### config.mk
export PLATFORM = sky130hd
export DESIGN_NAME = pst_sequencer
export DESIGN_NICKNAME = d
export VERILOG_FILES = /design/src/rtl/pst_pkg.sv /design/src/rtl/pst_pulse_dec.sv /design/src/rtl/pst_step_timer.sv /design/src/rtl/pst_status.sv /design/src/rtl/pst_sequencer.sv
export SDC_FILE = /design/constraint.sdc
export NUM_CORES = 1
export LEC_CHECK = 0
export BUFFER_PORTS_ARGS = -buffer_cell sky130_fd_sc_hd__buf_2
export CAP_MARGIN = 0
export CELL_PAD_IN_SITES_DETAIL_PLACEMENT = 2
export CELL_PAD_IN_SITES_GLOBAL_PLACEMENT = 2
export CORE_MARGIN = 2
export CORE_UTILIZATION = 36
export CTS_CLUSTER_SIZE = 30
export DETAILED_ROUTE_END_ITERATION = 10
export GPL_ROUTABILITY_DRIVEN = 0
export HOLD_SLACK_MARGIN = 0.1
export PLACE_DENSITY_LB_ADDON = 0.2
export SLEW_MARGIN = 25
export SYNTH_ARGS = -nofsm -noshare
export SYNTH_HDL_FRONTEND = slang
export SYNTH_SLANG_ARGS = --single-unit
export TNS_END_PERCENT = 5
### constraint.sdc
create_clock -name clk -period 6.15 [get_ports clk]
set_input_delay 0.3075 -clock clk [delete_from_list [all_inputs] [get_ports clk]]
set_output_delay 0.3075 -clock clk [all_outputs]
set_load 0.02 [all_outputs]
### src/rtl/pst_pkg.sv
package pst_pkg;
  typedef enum logic [2:0] {
    ST_INTEG    = 3'd0,
    ST_ANS      = 3'd1,
    ST_READY    = 3'd2,
    ST_ERR_LINK = 3'd3,
    ST_ERR_ANS  = 3'd4,
    ST_ERR_OND  = 3'd5
  } pst_state_e;

  // bit positions in status word 0
  localparam int STB_READY  = 0;
  localparam int STB_PUERR  = 1;
  localparam int STB_ONDERR = 2;
  localparam int STB_BUSY   = 3;
  localparam int STB_COUNT  = 4;
endpackage

### src/rtl/pst_pulse_dec.sv
module pst_pulse_dec #(
  parameter int N     = 4,
  parameter int SEL_W = 2
) (
  input  logic             clk,
  input  logic             rst,
  input  logic             fire,
  input  logic [SEL_W-1:0] sel,
  output logic [N-1:0]     pulse
);
  logic [N-1:0] hit;

  for (genvar g = 0; g < N; g++) begin : g_hit
    assign hit[g] = (sel == SEL_W'(g));
  end

  always_ff @(posedge clk) begin
    if (rst) pulse <= '0;
    else     pulse <= fire ? hit : '0;
  end


  pulse_single_chk: assert property (@(posedge clk) disable iff (rst)
    (|pulse) |=> !(|pulse));
endmodule

### src/rtl/pst_step_timer.sv
module pst_step_timer #(
  parameter int LIMIT = 4096
) (
  input  logic clk,
  input  logic rst,
  input  logic run,
  output logic expired
);
  localparam int CNT_W = $clog2(LIMIT + 1);
  localparam logic [CNT_W-1:0] LAST = CNT_W'(LIMIT - 1);

  logic [CNT_W-1:0] cnt;

  always_ff @(posedge clk) begin
    if (rst || !run) cnt <= '0;
    else if (cnt != LAST) cnt <= cnt + 1'b1;
  end

  assign expired = run && (cnt == LAST);


  tmo_end_chk: assert property (@(posedge clk) disable iff (rst)
    expired |=> !run);
endmodule

### src/rtl/pst_status.sv
module pst_status #(
  parameter int N_ANS  = 4,
  parameter int SEL_W  = 2,
  parameter int STAT_W = 8
) (
  input  logic                      clk,
  input  logic                      rst,
  input  logic                      set_fail,
  input  logic [SEL_W-1:0]          fail_idx,
  input  logic [pst_pkg::STB_COUNT-1:0] flags,
  input  logic                      visible,
  input  logic                      rd_addr,
  output logic [STAT_W-1:0]         rd_data
);
  logic [N_ANS-1:0]  fail_q;
  logic [STAT_W-1:0] word0, word1;

  always_ff @(posedge clk) begin
    if (rst) begin
      fail_q <= '0;
    end else if (set_fail) begin
      for (int i = 0; i < N_ANS; i++)
        if (fail_idx == SEL_W'(i)) fail_q[i] <= 1'b1;
    end
  end

  assign word0 = STAT_W'(flags);
  assign word1 = STAT_W'(fail_q);

  always_ff @(posedge clk) begin
    if (rst || !visible) rd_data <= '0;
    else                 rd_data <= rd_addr ? word1 : word0;
  end


  hidden_read_chk: assert property (@(posedge clk) disable iff (rst)
    (|rd_data) |-> $past(visible));

  fail_keep_chk: assert property (@(posedge clk) disable iff (rst)
    (|fail_q) |=> (|fail_q));
endmodule

### src/rtl/pst_sequencer.sv
module pst_sequencer #(
  parameter int N_INTEG    = 3,
  parameter int N_ANS      = 4,
  parameter logic [N_INTEG-1:0] INTEG_WIDE_MASK = 3'b110,
  parameter int TMO_CYCLES = 4096,
  parameter int STAT_W     = 8
) (
  input  logic               clk,
  input  logic               rst,
  input  logic               ondemand_req,
  input  logic               zeroize_req,
  output logic [N_INTEG-1:0] integ_start,
  output logic               integ_wide,
  input  logic               integ_done,
  input  logic               integ_pass,
  output logic [N_ANS-1:0]   ans_start,
  input  logic               ans_done,
  input  logic               ans_pass,
  output logic               link_en,
  output logic               out_en,
  input  logic               rd_addr,
  output logic [STAT_W-1:0]  rd_data
);
  import pst_pkg::*;

  localparam int NMAX  = (N_INTEG > N_ANS) ? N_INTEG : N_ANS;
  localparam int SEL_W = (NMAX > 1) ? $clog2(NMAX) : 1;
  localparam logic [SEL_W-1:0] LAST_INTEG = SEL_W'(N_INTEG - 1);
  localparam logic [SEL_W-1:0] LAST_ANS   = SEL_W'(N_ANS - 1);

  pst_state_e       state;
  logic [SEL_W-1:0] idx;
  logic             waiting, ond_q, link_q, out_q, wide_q;

  logic fire_integ, fire_ans, run_tmo, expired;
  logic step_done, step_pass, step_ok, step_fail, last_step;
  logic in_test, set_fail;
  logic [STB_COUNT-1:0] flags;

  assign in_test    = (state == ST_INTEG) || (state == ST_ANS);
  assign fire_integ = (state == ST_INTEG) && !waiting;
  assign fire_ans   = (state == ST_ANS)   && !waiting;
  assign run_tmo    = in_test && waiting;
  assign step_done  = (state == ST_INTEG) ? integ_done : ans_done;
  assign step_pass  = (state == ST_INTEG) ? integ_pass : ans_pass;
  assign step_ok    = run_tmo && step_done && step_pass;
  assign step_fail  = run_tmo && ((step_done && !step_pass) || (!step_done && expired));
  assign last_step  = (state == ST_INTEG) ? (idx == LAST_INTEG) : (idx == LAST_ANS);
  assign set_fail   = step_fail && (state == ST_ANS);

  always_ff @(posedge clk) begin
    if (rst) begin
      state   <= ST_INTEG;
      idx     <= '0;
      waiting <= 1'b0;
      ond_q   <= 1'b0;
      link_q  <= 1'b0;
      out_q   <= 1'b0;
      wide_q  <= 1'b0;
    end else begin
      out_q  <= (state == ST_READY) && !zeroize_req;
      wide_q <= fire_integ ? INTEG_WIDE_MASK[idx] : 1'b0;
      unique case (state)
        ST_INTEG, ST_ANS: begin
          if (!waiting) begin
            waiting <= 1'b1;
          end else if (step_fail) begin
            waiting <= 1'b0;
            if (state == ST_INTEG) state <= ST_ERR_LINK;
            else state <= ond_q ? ST_ERR_OND : ST_ERR_ANS;
          end else if (step_ok) begin
            waiting <= 1'b0;
            if (last_step) begin
              idx <= '0;
              if (state == ST_INTEG) begin
                state  <= ST_ANS;
                link_q <= 1'b1;
              end else begin
                state <= ST_READY;
                ond_q <= 1'b0;
              end
            end else begin
              idx <= idx + 1'b1;
            end
          end
        end
        ST_READY: begin
          if (ondemand_req) begin
            state   <= ST_ANS;
            ond_q   <= 1'b1;
            idx     <= '0;
            waiting <= 1'b0;
          end
        end
        default: ;
      endcase
    end
  end

  assign link_en    = link_q;
  assign out_en     = out_q;
  assign integ_wide = wide_q;

  assign flags[STB_READY]  = (state == ST_READY);
  assign flags[STB_PUERR]  = (state == ST_ERR_ANS);
  assign flags[STB_ONDERR] = (state == ST_ERR_OND);
  assign flags[STB_BUSY]   = (state == ST_ANS);

  pst_pulse_dec #(.N(N_INTEG), .SEL_W(SEL_W)) u_integ_dec (
    .clk(clk), .rst(rst), .fire(fire_integ), .sel(idx), .pulse(integ_start)
  );

  pst_pulse_dec #(.N(N_ANS), .SEL_W(SEL_W)) u_ans_dec (
    .clk(clk), .rst(rst), .fire(fire_ans), .sel(idx), .pulse(ans_start)
  );

  pst_step_timer #(.LIMIT(TMO_CYCLES)) u_timer (
    .clk(clk), .rst(rst), .run(run_tmo), .expired(expired)
  );

  pst_status #(.N_ANS(N_ANS), .SEL_W(SEL_W), .STAT_W(STAT_W)) u_status (
    .clk(clk), .rst(rst), .set_fail(set_fail), .fail_idx(idx), .flags(flags),
    .visible(link_q), .rd_addr(rd_addr), .rd_data(rd_data)
  );


  start_onehot_chk: assert property (@(posedge clk) disable iff (rst)
    $onehot0({integ_start, ans_start}));

  link_hold_chk: assert property (@(posedge clk) disable iff (rst)
    link_en |=> link_en);

  link_err_chk: assert property (@(posedge clk) disable iff (rst)
    (state == ST_ERR_LINK) |-> !link_en);

  ans_after_link_chk: assert property (@(posedge clk) disable iff (rst)
    (|ans_start) |-> link_en);

  out_gate_chk: assert property (@(posedge clk) disable iff (rst)
    out_en |-> ($past(!zeroize_req) && link_en));

  err_sticky_chk: assert property (@(posedge clk) disable iff (rst)
    (state == ST_ERR_LINK || state == ST_ERR_ANS || state == ST_ERR_OND)
      |=> (state == $past(state)));
endmodule

# Word level (Yosys, flattened, before mapping)

Cells that the tools add are included.

Register bits: 42
Input bits: 9
Output and inout bits: 18
Word-level logic and storage cells: 107

Add/subtract/negate cells: 2
Magnitude comparators: 1
Equal/unequal tests: 17
Mux-type cells: 33
Bitwise logic cells: 3
Reductions and logical operators: 36

Operator list:

| cell                                                                      | count |
|---|---|
| 3-bit 2-to-1 mux                                                          | 6 |
| 1-bit 2-to-1 mux                                                          | 15 |
| 13-bit by 1-bit adder with 13-bit output, second input constant           | 1 |
| 13-bit by 12-bit equality test with 1-bit output, second input constant   | 1 |
| 13-bit by 12-bit inequality test with 1-bit output, second input constant | 1 |
| 2-bit 2-to-1 mux                                                          | 6 |
| 2-bit inequality test, second input constant                              | 6 |
| 1-bit logical AND                                                         | 11 |
| 2-bit AND reduction                                                       | 5 |
| 5-bit AND reduction                                                       | 2 |
| 7-bit AND reduction                                                       | 1 |
| 3-bit equality test, second input constant                                | 2 |
| 1-bit zero test                                                           | 6 |
| 3-bit inequality test, second input constant                              | 2 |
| 3-bit one-hot mux with 2 select lines                                     | 1 |
| 6-bit AND reduction                                                       | 1 |
| 2-bit OR reduction                                                        | 3 |
| 2-bit equality test, second input constant                                | 2 |
| 1-bit logical OR                                                          | 4 |
| 4-bit 2-to-1 mux                                                          | 1 |
| 1-bit one-hot mux with 2 select lines                                     | 2 |
| 2-bit one-hot mux with 2 select lines                                     | 1 |
| 3-bit by 1-bit equality test with 1-bit output, second input constant     | 1 |
| 3-bit by 2-bit equality test with 1-bit output, second input constant     | 1 |
| other kinds (8)                                                           | 10 |

# Depth between registers and ports, before layout

Gate-level depths: netlist of the first run.

Word-level depth: 10
Mapped depth: 9
Gate-level depth less buffers: 8

# By module

From an unflattened synthesis of the first run, not the netlist that was laid out.

Cell total of the unflattened synthesis: 203
Area, all modules: 1838.0 um^2

Modules (own cells, without submodules):

| module                       | times used | cells each | area an instance (um^2) | seq. area each (um^2) |
|---|---|---|---|---|
| pst_sequencer                | 1          | 84         | 653.1                   | 200.2 |
| pst_step_timer               | 1          | 71         | 634.4                   | 260.2 |
| pst_status                   | 1          | 34         | 320.3                   | 160.2 |
| pst_pulse_dec at u_ans_dec   | 1          | 8          | 130.1                   | 80.1 |
| pst_pulse_dec at u_integ_dec | 1          | 6          | 100.1                   | 60.1 |

# Worst setup path before layout of the first run

Ideal clock, no wire load.

Path kind: register -> register
Start point: register state[2]
End point: register state[0]
Library setup time: 0.121 ns
Arrival: 1.891 ns
Required time: 6.029 ns
Path slack: 4.137 ns
Stages on the path, launching flop included: 9
Path buffers: 2
Clock period less this slack: 2.013 ns
Cell sequence: dfxtp_1 -> buf_6 -> or3_4 -> buf_6 -> and3b_1 -> o211ai_2 -> o21ai_2 -> o211a_4 -> mux2_4

Word-level cells in the longest chain between the ends: 10
Elaborated cells between the ends (all ways): 31
Those cells by class: eq/ne: 6; mux: 10; reduce/logical: 15

RTL lines:

| element                                                                           | RTL line             | source |
|---|---|---|
| start, declared                                                                   | pst_sequencer.sv:31  | `pst_state_e state;` |
| start signal, assigned                                                            | pst_sequencer.sv:70  | `else state <= ond_q ? ST_ERR_OND : ST_ERR_ANS;` |
| 3-bit by 1-bit equality test with 1-bit output or 3-bit zero test (tied branches) | -                    |  |
| 1-bit logical OR                                                                  | pst_sequencer.sv:40  | `assign in_test = (state == ST_INTEG) \|\| (state == ST_ANS);` |
| 1-bit logical AND                                                                 | pst_sequencer.sv:43  | `assign run_tmo = in_test && waiting;` |
| 1-bit logical AND                                                                 | pst_step_timer.sv:19 | `assign expired = run && (cnt == LAST);` |
| 1-bit logical AND                                                                 | pst_sequencer.sv:47  | `assign step_fail = run_tmo && ((step_done && !step_pass) \|\| (!step_done && expired));` |
| 1-bit logical OR                                                                  | pst_sequencer.sv:47  |  |
| 1-bit logical AND                                                                 | pst_sequencer.sv:47  |  |
| 3-bit 2-to-1 mux                                                                  | pst_sequencer.sv:67  | `end else if (step_fail) begin` |
| 3-bit 2-to-1 mux                                                                  | pst_sequencer.sv:65  | `if (!waiting) begin` |
| 3-bit one-hot mux with 2 select lines                                             | pst_sequencer.sv:63  | `unique case (state)` |

Several ways; a longest one is shown, not always the timed one. The select of a mux whose other input is x is not followed.
A chain may end at the register's enable or synchronous reset.

# Final worst setup path of the first run

Start point: register u_timer.cnt[0]
End point: register state[0]

Word-level cells in the longest chain between the ends: 8
Elaborated cells between the ends (all ways): 11
Those cells by class: eq/ne: 3; mux: 3; reduce/logical: 5

RTL lines:

| element                                            | RTL line             | source |
|---|---|---|
| start, declared                                    | pst_step_timer.sv:12 | `logic [CNT_W-1:0] cnt;` |
| start signal, assigned                             | pst_step_timer.sv:16 | `else if (cnt != LAST) cnt <= cnt + 1'b1;` |
| 13-bit by 12-bit equality test with 1-bit output * | pst_step_timer.sv:19 |  |
| 1-bit logical AND *                                | pst_step_timer.sv:19 |  |
| 1-bit logical AND *                                | pst_sequencer.sv:47  |  |
| 1-bit logical OR *                                 | pst_sequencer.sv:47  |  |
| 1-bit logical AND *                                | pst_sequencer.sv:47  |  |
| 3-bit 2-to-1 mux                                   | pst_sequencer.sv:67  |  |
| 3-bit 2-to-1 mux                                   | pst_sequencer.sv:65  |  |
| 3-bit one-hot mux with 2 select lines              | pst_sequencer.sv:63  |  |

Mark *: on every way between the ends. The rest lies on a longest branch, timed or not. The select of a mux whose other input is x is not followed.

==> results.cfg, run 1 <==
[sta]
rsz0062_at_grt = no
period_minus_slack_ns = 2.37
fmax_ghz = 0.423
slew_headroom = 0.636
clock_skew_ns = 0.00671
finalSetupTns_ns = 0
setup_violations = 0
worst_pin_slew_ns = 0.543
finalCritPeriodShare = 0.385
hold_viol = 0
slew_violations = 0

[global_routing]
antenna_found_initial = 0
first_global_vias = 1494
track_usage = 0.176
grt_max_degree = 15
grt_overflow = 0
grt_pass1_wl_um = 7250

[setup_path]
critPathRequiredTime_ns = 6.33
cp_max_fo = 10
critPathLaunchType = flop
regToRegStartpoint = u_timer.cnt[0]
critical_path_class = reg -> reg
timing.rr.end = state[0]
worstPathArrival_ns = 2.54
end_kind = flop
r2r_cells = 7
rrSetupSlack_ns = 3.78

[route]
wire_per_inst_um = 16.2
vias = 1427
drc = 0
wirelength_um = 4310
viasPerCell = 5.36
ant_nets = 0
drt-initial-drc-count = 45
dr.pass1.iters = 4

[cts]
clkLatencyLatePin_ns = 0.29
cts_buffer_depth = 2
cts_num_sinks = 38
clkSlewWorstSetupHoldPaths_ns = 0.07
cts_setup_buffers = 0
cts_tree = yes
hold_buffers = 0
cts_root_buf = clkbuf_8
cts_max_level = 2
ctsResizeCount = 0
cts_inserted_buffers = 5

[power_and_ir_drop]
total_power_uw = 495
powerDensity_nw_per_um2 = 252
power_leakage_uw = 0.000776
peakVddDrop_mv = 0.0887

[yosys]
synth.top_cell.area_share = 0.436
ys_warn_count = 0
ys_seq_area_frac = 0.436
synth_common_cells = dfxtp_1, nor2_1, nand2_1, a21oi_1, nand3_1
yosys-top-cells-area = dfxtp_1, nor2_1, ha_1
synth_most_common_cell = dfxtp_1
netlist_area_um2 = 1750
ys_ff_latch = 38
async_reset_ff_frac = 0
synthDistinctLibCells = 43
netlist.top_cell.by_area = dfxtp_1
synth-edff-count = 0
dominantRegCellSynth = dfxtp_1
synthCells = 192
avgSynthCellArea_um2 = 9.10

[worst_hold_path]
holdCritStartpoint = zeroize_req
hold_depth = 2
hp-class = in -> reg
min_to = out_en

[floorplan]
top_level_ports = 27
dieArea_um2 = 5430
core_region_area_um2 = 4690
start_util = 0.372
fp.dieH_um = 73.7
dieWidth_um = 73.7
fp-row-count = 25

[cells_and_area]
drive_gt1_frac = 0.170
area_delta_synth_final_pct = 12.5
nets = 227
fill_cells = 528
antennaDiodeCount = 0

[placed_design]
dp_hpwl_um = 3360
io_buffers = 22

[outcome]
status = complete, no violations

[job]
cap_viol_max_count = 0
[report_power, final]
part           total (uW)  switching [uW]  internal, uW
clock                 214            84.5           130
combinational        28.2            18.3          9.91
sequential            253            4.13           249
total                 495             107           388
[placed cells by master (no fill, tap or decap), drive strengths merged, types with 6 or more instances in the layout]
master	netlist	layout
dfxtp	38	38
nor2	25	25
buf	7	22
nand2	15	15
a21oi	10	10
nand3	9	9
and2	8	8
xor2	7	7
mux2i	6	6
nand4	6	6
ha	6	6
clkbuf	5	6
[registers in the layout, summed over array words and instances (netlist names), 2 cells and up]
| name | cells |
|---|---|
| idx | 2 |
| state | 3 |
| u_ans_dec.pulse | 4 |
| u_integ_dec.pulse | 3 |
| u_status.fail_q | 4 |
| u_status.rd_data | 4 |
| u_timer.cnt | 13 |
[stage by stage]
stage	cell area, um^2	std cells	setup WS (ns)	utilization	hold WS, ns
floorplan	1760	195	4.14	-	0.384
global placement	1850	259	3.98	0.395	0.463
detailed placement	1850	259	3.77	0.395	0.475
CTS	1970	266	3.75	0.419	0.164
global route	1970	266	3.61	0.419	0.177
finish	1970	266	3.78	0.419	0.174
[layout make-up]
cell class	count	area, um^2	share of cell area
Clock inverter	1	30.0	0.0153
Multi-Input combinational cell	141	900	0.458
Inverter	4	15.0	0.00764
Timing Repair Buffer	22	110	0.0560
Clock buffer	6	82.6	0.0420
Sequential cell	38	761	0.387
Tap cell	54	67.6	0.0344
[critical path, stage by stage (launching register included)]
cell and delay [ns]:
dfxtp_1 0.40, ha_1 0.23, nand4_1 0.13, nor2_1 0.39
nand2_2 0.25, a31oi_1 0.31, o211a_4 0.23, mux2_4 0.30
[layer usage]
layer	track usage	vias to the layer above	wire, um
met2	0.295	20	2140
li1	-	706	-
met3	0.0398	7	120
met1	0.219	694	1980
met5	0	-	0
met4	0.0667	0	65
[worst max-delay path by stage]
stage / start / endpoint / slack (ns)
3_5_place_dp: u_timer.cnt[0] / state[0] / 3.77
5_1_grt: u_timer.cnt[0] / state[0] / 3.61
4_1_cts: u_timer.cnt[0] / state[0] / 3.75
2_1_floorplan: state[2] / state[0] / 4.14
3_3_place_gp: u_timer.cnt[0] / state[0] / 3.98
6_report: u_timer.cnt[0] / state[0] / 3.78
[kinds of logic after synthesis]
kind of cell	count (synthesis)	share of synthesized area
simple gates	85	0.253
flops	38	0.436
compound gates	30	0.122
buf+inv	16	0.0559
xor+xnor	9	0.0451
mux	7	0.0430
fa+ha+maj	6	0.0430
other cells	1	0.00215
Note: power is estimated with default switching activity, not from simulation.
==> run 2, diff against run 1 <==
ABC_AREA = 1   (was not set)
CORE_UTILIZATION = 29   (was 36)
clock period = 1.95 ns   (was 6.15 ns; I/O delays follow)
==> run 2 against run 1 <==
Against the previous run: register-to-register slack worse by 3.6 ns; worst setup slack worse by 3.6 ns; die area up 24%; combinational power rose to 42 times the previous value; clock skew down 0.0025 ns; sequential cell count unchanged; critical path depth up 5.
==> results.cfg, run 2 <==
[job]
cap_viol_max_count = 0

[route]
vias = 1517
drt-initial-drc-count = 28
viasPerCell = 4.54
wire_per_inst_um = 13.6
dr.pass1.iters = 4
wirelength_um = 4540
ant_nets = 0
drc = 0

[worst_hold_path]
hp-class = in -> reg

[floorplan]
fp-row-count = 28
top_level_ports = 27
start_util = 0.299
fp.dieH_um = 81.9
dieWidth_um = 81.9
dieArea_um2 = 6710
core_region_area_um2 = 5890

[setup_path]
worstPathArrival_ns = 1.98
cp_top_family = simple AND/OR/NAND/NOR gates
critPathSlowestCell = dfxtp_4
worstPathBufferInverterCount = 2
critPathLaunchType = flop
cp_max_fo = 4
cp_slowest_stage_delay_ns = 0.38
critical_path_class = reg -> reg
path_cells = ha_4 > nand3_2 > nor3_4 > nand2_4 > nand2_2 > nand3_4 > inv_2 > ha_1 > inv_1 > nor2_1 > nand3_1 > a21oi_2
end_kind = flop
critPathRequiredTime_ns = 2.17

[yosys]
synthCells = 221
ys_ff_latch = 38
synthDistinctLibCells = 32
ys_seq_area_frac = 0.432
synth_common_cells = dfxtp_1, inv_1, nand2_1, nor2_1, a21oi_1
netlist_area_um2 = 1760
yosys-top-cells-area = dfxtp_1, inv_1, nand2_1
avgSynthCellArea_um2 = 7.96
netlist.top_cell.by_area = dfxtp_1
synth-edff-count = 0
ys_warn_count = 0
async_reset_ff_frac = 0
synth.top_cell.area_share = 0.432
dominantRegCellSynth = dfxtp_1
synth_most_common_cell = dfxtp_1

[power_and_ir_drop]
p_sw_uw = 1150
power_leakage_uw = 0.000961
p_int_uw = 1540
seqPwrFrac = 0.348
powerDensity_nw_per_um2 = 1260
clockPowerShare = 0.211
combPwrFrac = 0.440
switching_share = 0.428
peakVddDrop_mv = 0.511

[cts]
cts_root_buf = clkbuf_8
clkLatencyLatePin_ns = 0.29
cts_num_sinks = 38
cts_tree = yes
cts_max_level = 2
cts_buffer_depth = 2
cts_inserted_buffers = 5
clkSlewWorstSetupHoldPaths_ns = 0.08

[global_routing]
track_usage = 0.148
antenna_found_initial = 0
grt_pass1_wl_um = 7520
first_global_vias = 1628
grt_overflow = 0
grt_max_degree = 14

[sta]
clock_skew_ns = 0.00420
fin_ws_ns = 0.188
setup_violations = 0
fmax_ghz = 0.568
period_minus_slack_ns = 1.76
finalCritPeriodShare = 0.903
hold_viol = 0
slew_violations = 0

[cells_and_area]
drive_gt1_frac = 0.282
fill_cells = 713
layout_common_cells = dfxtp_1, inv_1, nand2_1
antennaDiodeCount = 0
final_common_cell = dfxtp_1
final_cells = 334
nets = 273
top_register = u_timer.cnt
fin_util = 0.362
largest_register_ffs = 13
area_delta_synth_final_pct = 21.3

[placed_design]
dp_cells = 323
io_buffers = 22
dp_hpwl_um = 3530
place_ws_ns = 0.0874

[outcome]
status = complete, no violations
-- run 2: power groups by stage --
stage	Clock (uW)	Combinational [uW]	Sequential, uW
detailed placement	0	1200	949
floorplan	0	839	974
CTS	597	1210	930
global route	627	1350	953
global placement	0	1180	943
finish	570	1190	939
-- run 2: final cells by class --
type,instances,area [um^2],share of cell area
multi-input combinational,142,843,0.395
sequential,38,766,0.359
timing repair buffer,32,190,0.0891
inverter,39,149,0.0698
tap,75,93.8,0.0440
clock buffer,7,86.3,0.0405
clock inverter,1,5.00,0.00235
-- run 2: kinds of logic (layout without fill, tap and decap cells) --
kind of cell | count (synthesis) | count (layout) | synth area share
AOI/OAI and AO/OA | 34 | 34 | 0.108
DFF | 38 | 38 | 0.432
buffers and inverters | 44 | 79 | 0.104
xor gates and xnor gates | 5 | 5 | 0.0249
other | 1 | 4 | 0.00213
adders and majority gates | 6 | 6 | 0.0427
and+or+nand+nor | 93 | 93 | 0.286
-- run 2: metal layers --
| metal | routed length, um | global-route usage | vias to the layer above |
|---|---|---|---|
| met5 | 0 | 0 | - |
| met4 | 51 | 0.0400 | 0 |
| met3 | 97 | 0.0330 | 4 |
| met2 | 2330 | 0.272 | 17 |
| met1 | 2070 | 0.170 | 728 |
| li1 | - | - | 768 |
-- run 2: worst min-delay path, delay by kind of cell --
family / cells / cell delay, ns
compound gates: 1 / 0.09
buf+inv: 1 / 0.10
simple gates: 1 / 0.14
-- run 2: what timing repair did --
item                                    CTS  global route
endpoints found under the setup margin    0             3
buffers inserted                          0             1
hold buffers                              2             0
resized for setup                         0             7
endpoints found under the hold margin     3             0
-- run 2: worst paths after layout --
path                           start            endpoint  slack (ns)  cells after the start
setup / recovery      u_timer.cnt[0]            state[2]        0.19                     12
hold / removal          ondemand_req               ond_q        0.17                      3
setup reg to reg      u_timer.cnt[0]            state[2]        0.19                     12
hold reg to reg   u_status.fail_q[2]  u_status.fail_q[2]        0.45                      2
-- run 2: stage by stage --
| stage | setup TNS [ns] | power (uW) | area (um^2) | hold WS [ns] |
|---|---|---|---|---|
| floorplan | 0 | 1810 | 1770 | 0.174 |
| global placement | 0 | 2120 | 1990 | 0.260 |
| detailed placement | 0 | 2150 | 1990 | 0.268 |
| CTS | 0 | 2740 | 2100 | 0.168 |
| global route | -0.000546 | 2930 | 2130 | 0.173 |
| finish | 0 | 2700 | 2130 | 0.175 |
==> run 3, diff against run 2 <==
ABC_AREA = not set   (was 1)
CORE_ASPECT_RATIO = 0.75   (was not set)
CORE_UTILIZATION = 30   (was 29)
==> run 3 against run 2 <==
Against the previous run: clock skew increased by 0.0034 ns; total power decreased by 36%; clock power increased by 44%; final cell count decreased by 8.4%; sequential power decreased by 15%; clock-buffer cell count decreased by 2; sequential cell count unchanged; via count increased by 0.40%; combinational power decreased by 91%; critical path depth decreased by 6; critical path type unchanged; highest routed layer unchanged.
==> results.cfg, run 3 (same netlist as run 1, synthesis figures left out) <==
[floorplan]
fp.dieH_um = 70.1
fp-row-count = 24
core_region_area_um2 = 5710
dieWidth_um = 92.1
dieArea_um2 = 6450
top_level_ports = 27
start_util = 0.306

[setup_path]
critPathSlowestCell = or3_4
r2r_cells = 6
end_kind = flop
cp_max_fo = 6
critical_path_class = reg -> reg
rrSetupSlack_ns = 0.02
worstPathBufferInverterCount = 0
cp_top_family = simple AND/OR/NAND/NOR gates
path_cells = or3_4 > and3b_1 > o211ai_2 > o21ai_2 > o211a_4 > mux2_4
critPathLaunchType = flop
critPathRequiredTime_ns = 2.14
worstPathArrival_ns = 2.11
regToRegStartpoint = state[2]
cp_slowest_stage_delay_ns = 0.43
timing.rr.end = state[0]

[cells_and_area]
final_common_cell = dfxtp_1
area_delta_synth_final_pct = 24.6
top_register = u_timer.cnt
layout_common_cells = dfxtp_1, nor2_1, buf_2
drive_gt1_frac = 0.254
final_area_um2 = 2180
antennaDiodeCount = 0
largest_register_ffs = 13
nets = 242
final_cells = 306

[cts]
clkLatencyLatePin_ns = 0.30
clkSlewWorstSetupHoldPaths_ns = 0.08
cts_max_level = 2
cts_buffer_depth = 2
cts_num_sinks = 38
cts_inserted_buffers = 5
cts_tree = yes
cts_root_buf = clkbuf_8

[global_routing]
grt_max_degree = 15
first_global_vias = 1610
antenna_found_initial = 0
grt_overflow = 0
track_usage = 0.172
grt_pass1_wl_um = 8560

[power_and_ir_drop]
switching_share = 0.223
seqPwrFrac = 0.462
p_sw_uw = 385
p_int_uw = 1340
combPwrFrac = 0.064
total_power_uw = 1730
peakVddDrop_mv = 0.228
powerDensity_nw_per_um2 = 793
clockPowerShare = 0.474
power_leakage_uw = 0.000865

[route]
wire_per_inst_um = 17.0
drt-initial-drc-count = 45
ant_nets = 0
vias = 1523
wirelength_um = 5210
viasPerCell = 4.98
drc = 0
dr.pass1.iters = 4

[worst_hold_path]
hp-class = in -> reg
min_to = idx[1]
holdCritStartpoint = rst
hold_depth = 2

[sta]
worst_pin_slew_ns = 0.515
whs_ns = 0.152
setup_violations = 0
fmax_ghz = 0.519
clock_skew_ns = 0.00763
hold_viol = 0
rsz0062_at_grt = yes
slew_headroom = 0.656
period_minus_slack_ns = 1.93
slew_violations = 0
finalCritPeriodShare = 0.988

[placed_design]
dp_hpwl_um = 3790
dp_cells = 295
placed_cell_area_um2 = 1980
io_buffers = 22

[job]
cap_viol_max_count = 0

[outcome]
status = complete, no violations
[run 3: power groups by stage]
stage                     clock, uW  combinational [uW]  sequential, uW
after CTS                       838                 105             795
after detailed placement          0                99.7             813
after floorplan                   0                68.3             812
final                           818                 111             796
after global routing            878                 123             799
after global placement            0                94.3             813
[run 3: per-stage QoR]
step / TNS (ns) / setup slack (ns) / utilization
after detailed placement: -0.00831 / -0.00831 / 0.346
final: 0 / 0.0236 / 0.381
after CTS: 0 / 0.00599 / 0.375
after global placement: 0 / 0.0945 / 0.346
after global routing: -0.0131 / -0.0131 / 0.381
after floorplan: -0.0184 / -0.0184 / -
[run 3: area by class of cell]
| type | count | area [um^2] |
|---|---|---|
| flip-flops and latches | 38 | 762 |
| clock buffers | 5 | 68.8 |
| repair buffers | 37 | 228 |
| clock inverters | 3 | 68.8 |
| inverters | 4 | 15.0 |
| multi-input cells | 141 | 936 |
| well taps | 78 | 97.6 |
| fillers | 654 | 3530 |
[run 3: worst max-delay path by stage]
stage / start / endpoint / slack (ns) / cells after the start
finish: state[2] / state[0] / 0.02 / 6
global route: state[2] / state[0] / -0.01 / 6
CTS: u_timer.cnt[1] / state[0] / 0.006 / 7
detailed placement: u_timer.cnt[1] / state[0] / -0.008 / 7
global placement: u_timer.cnt[1] / state[0] / 0.09 / 7
floorplan: state[2] / state[0] / -0.02 / 8
[run 3: worst register-to-register path, stage by stage (launching register included)]
cell      delay, ns
dfxtp_1        0.33
or3_4          0.43
and3b_1        0.21
o211ai_2       0.20
o21ai_2        0.10
o211a_4        0.26
mux2_4         0.30
[run 3: per-layer routing]
layer / up-vias / track usage / part of all wire
met2: 23 / 0.279 / 0.48
met5: - / 0 / 0
met1: 754 / 0.231 / 0.48
met4: 0 / 0.0531 / 0.015
li1: 740 / - / -
met3: 6 / 0.0367 / 0.030
[run 3: timing repair]
item                                    CTS  global route
pin swaps                                 0             1
hold endpoints to repair                  2             0
buffers inserted                          0             1
hold buffers                              2             0
resized for setup                         1             7
endpoints found under the setup margin    1             5
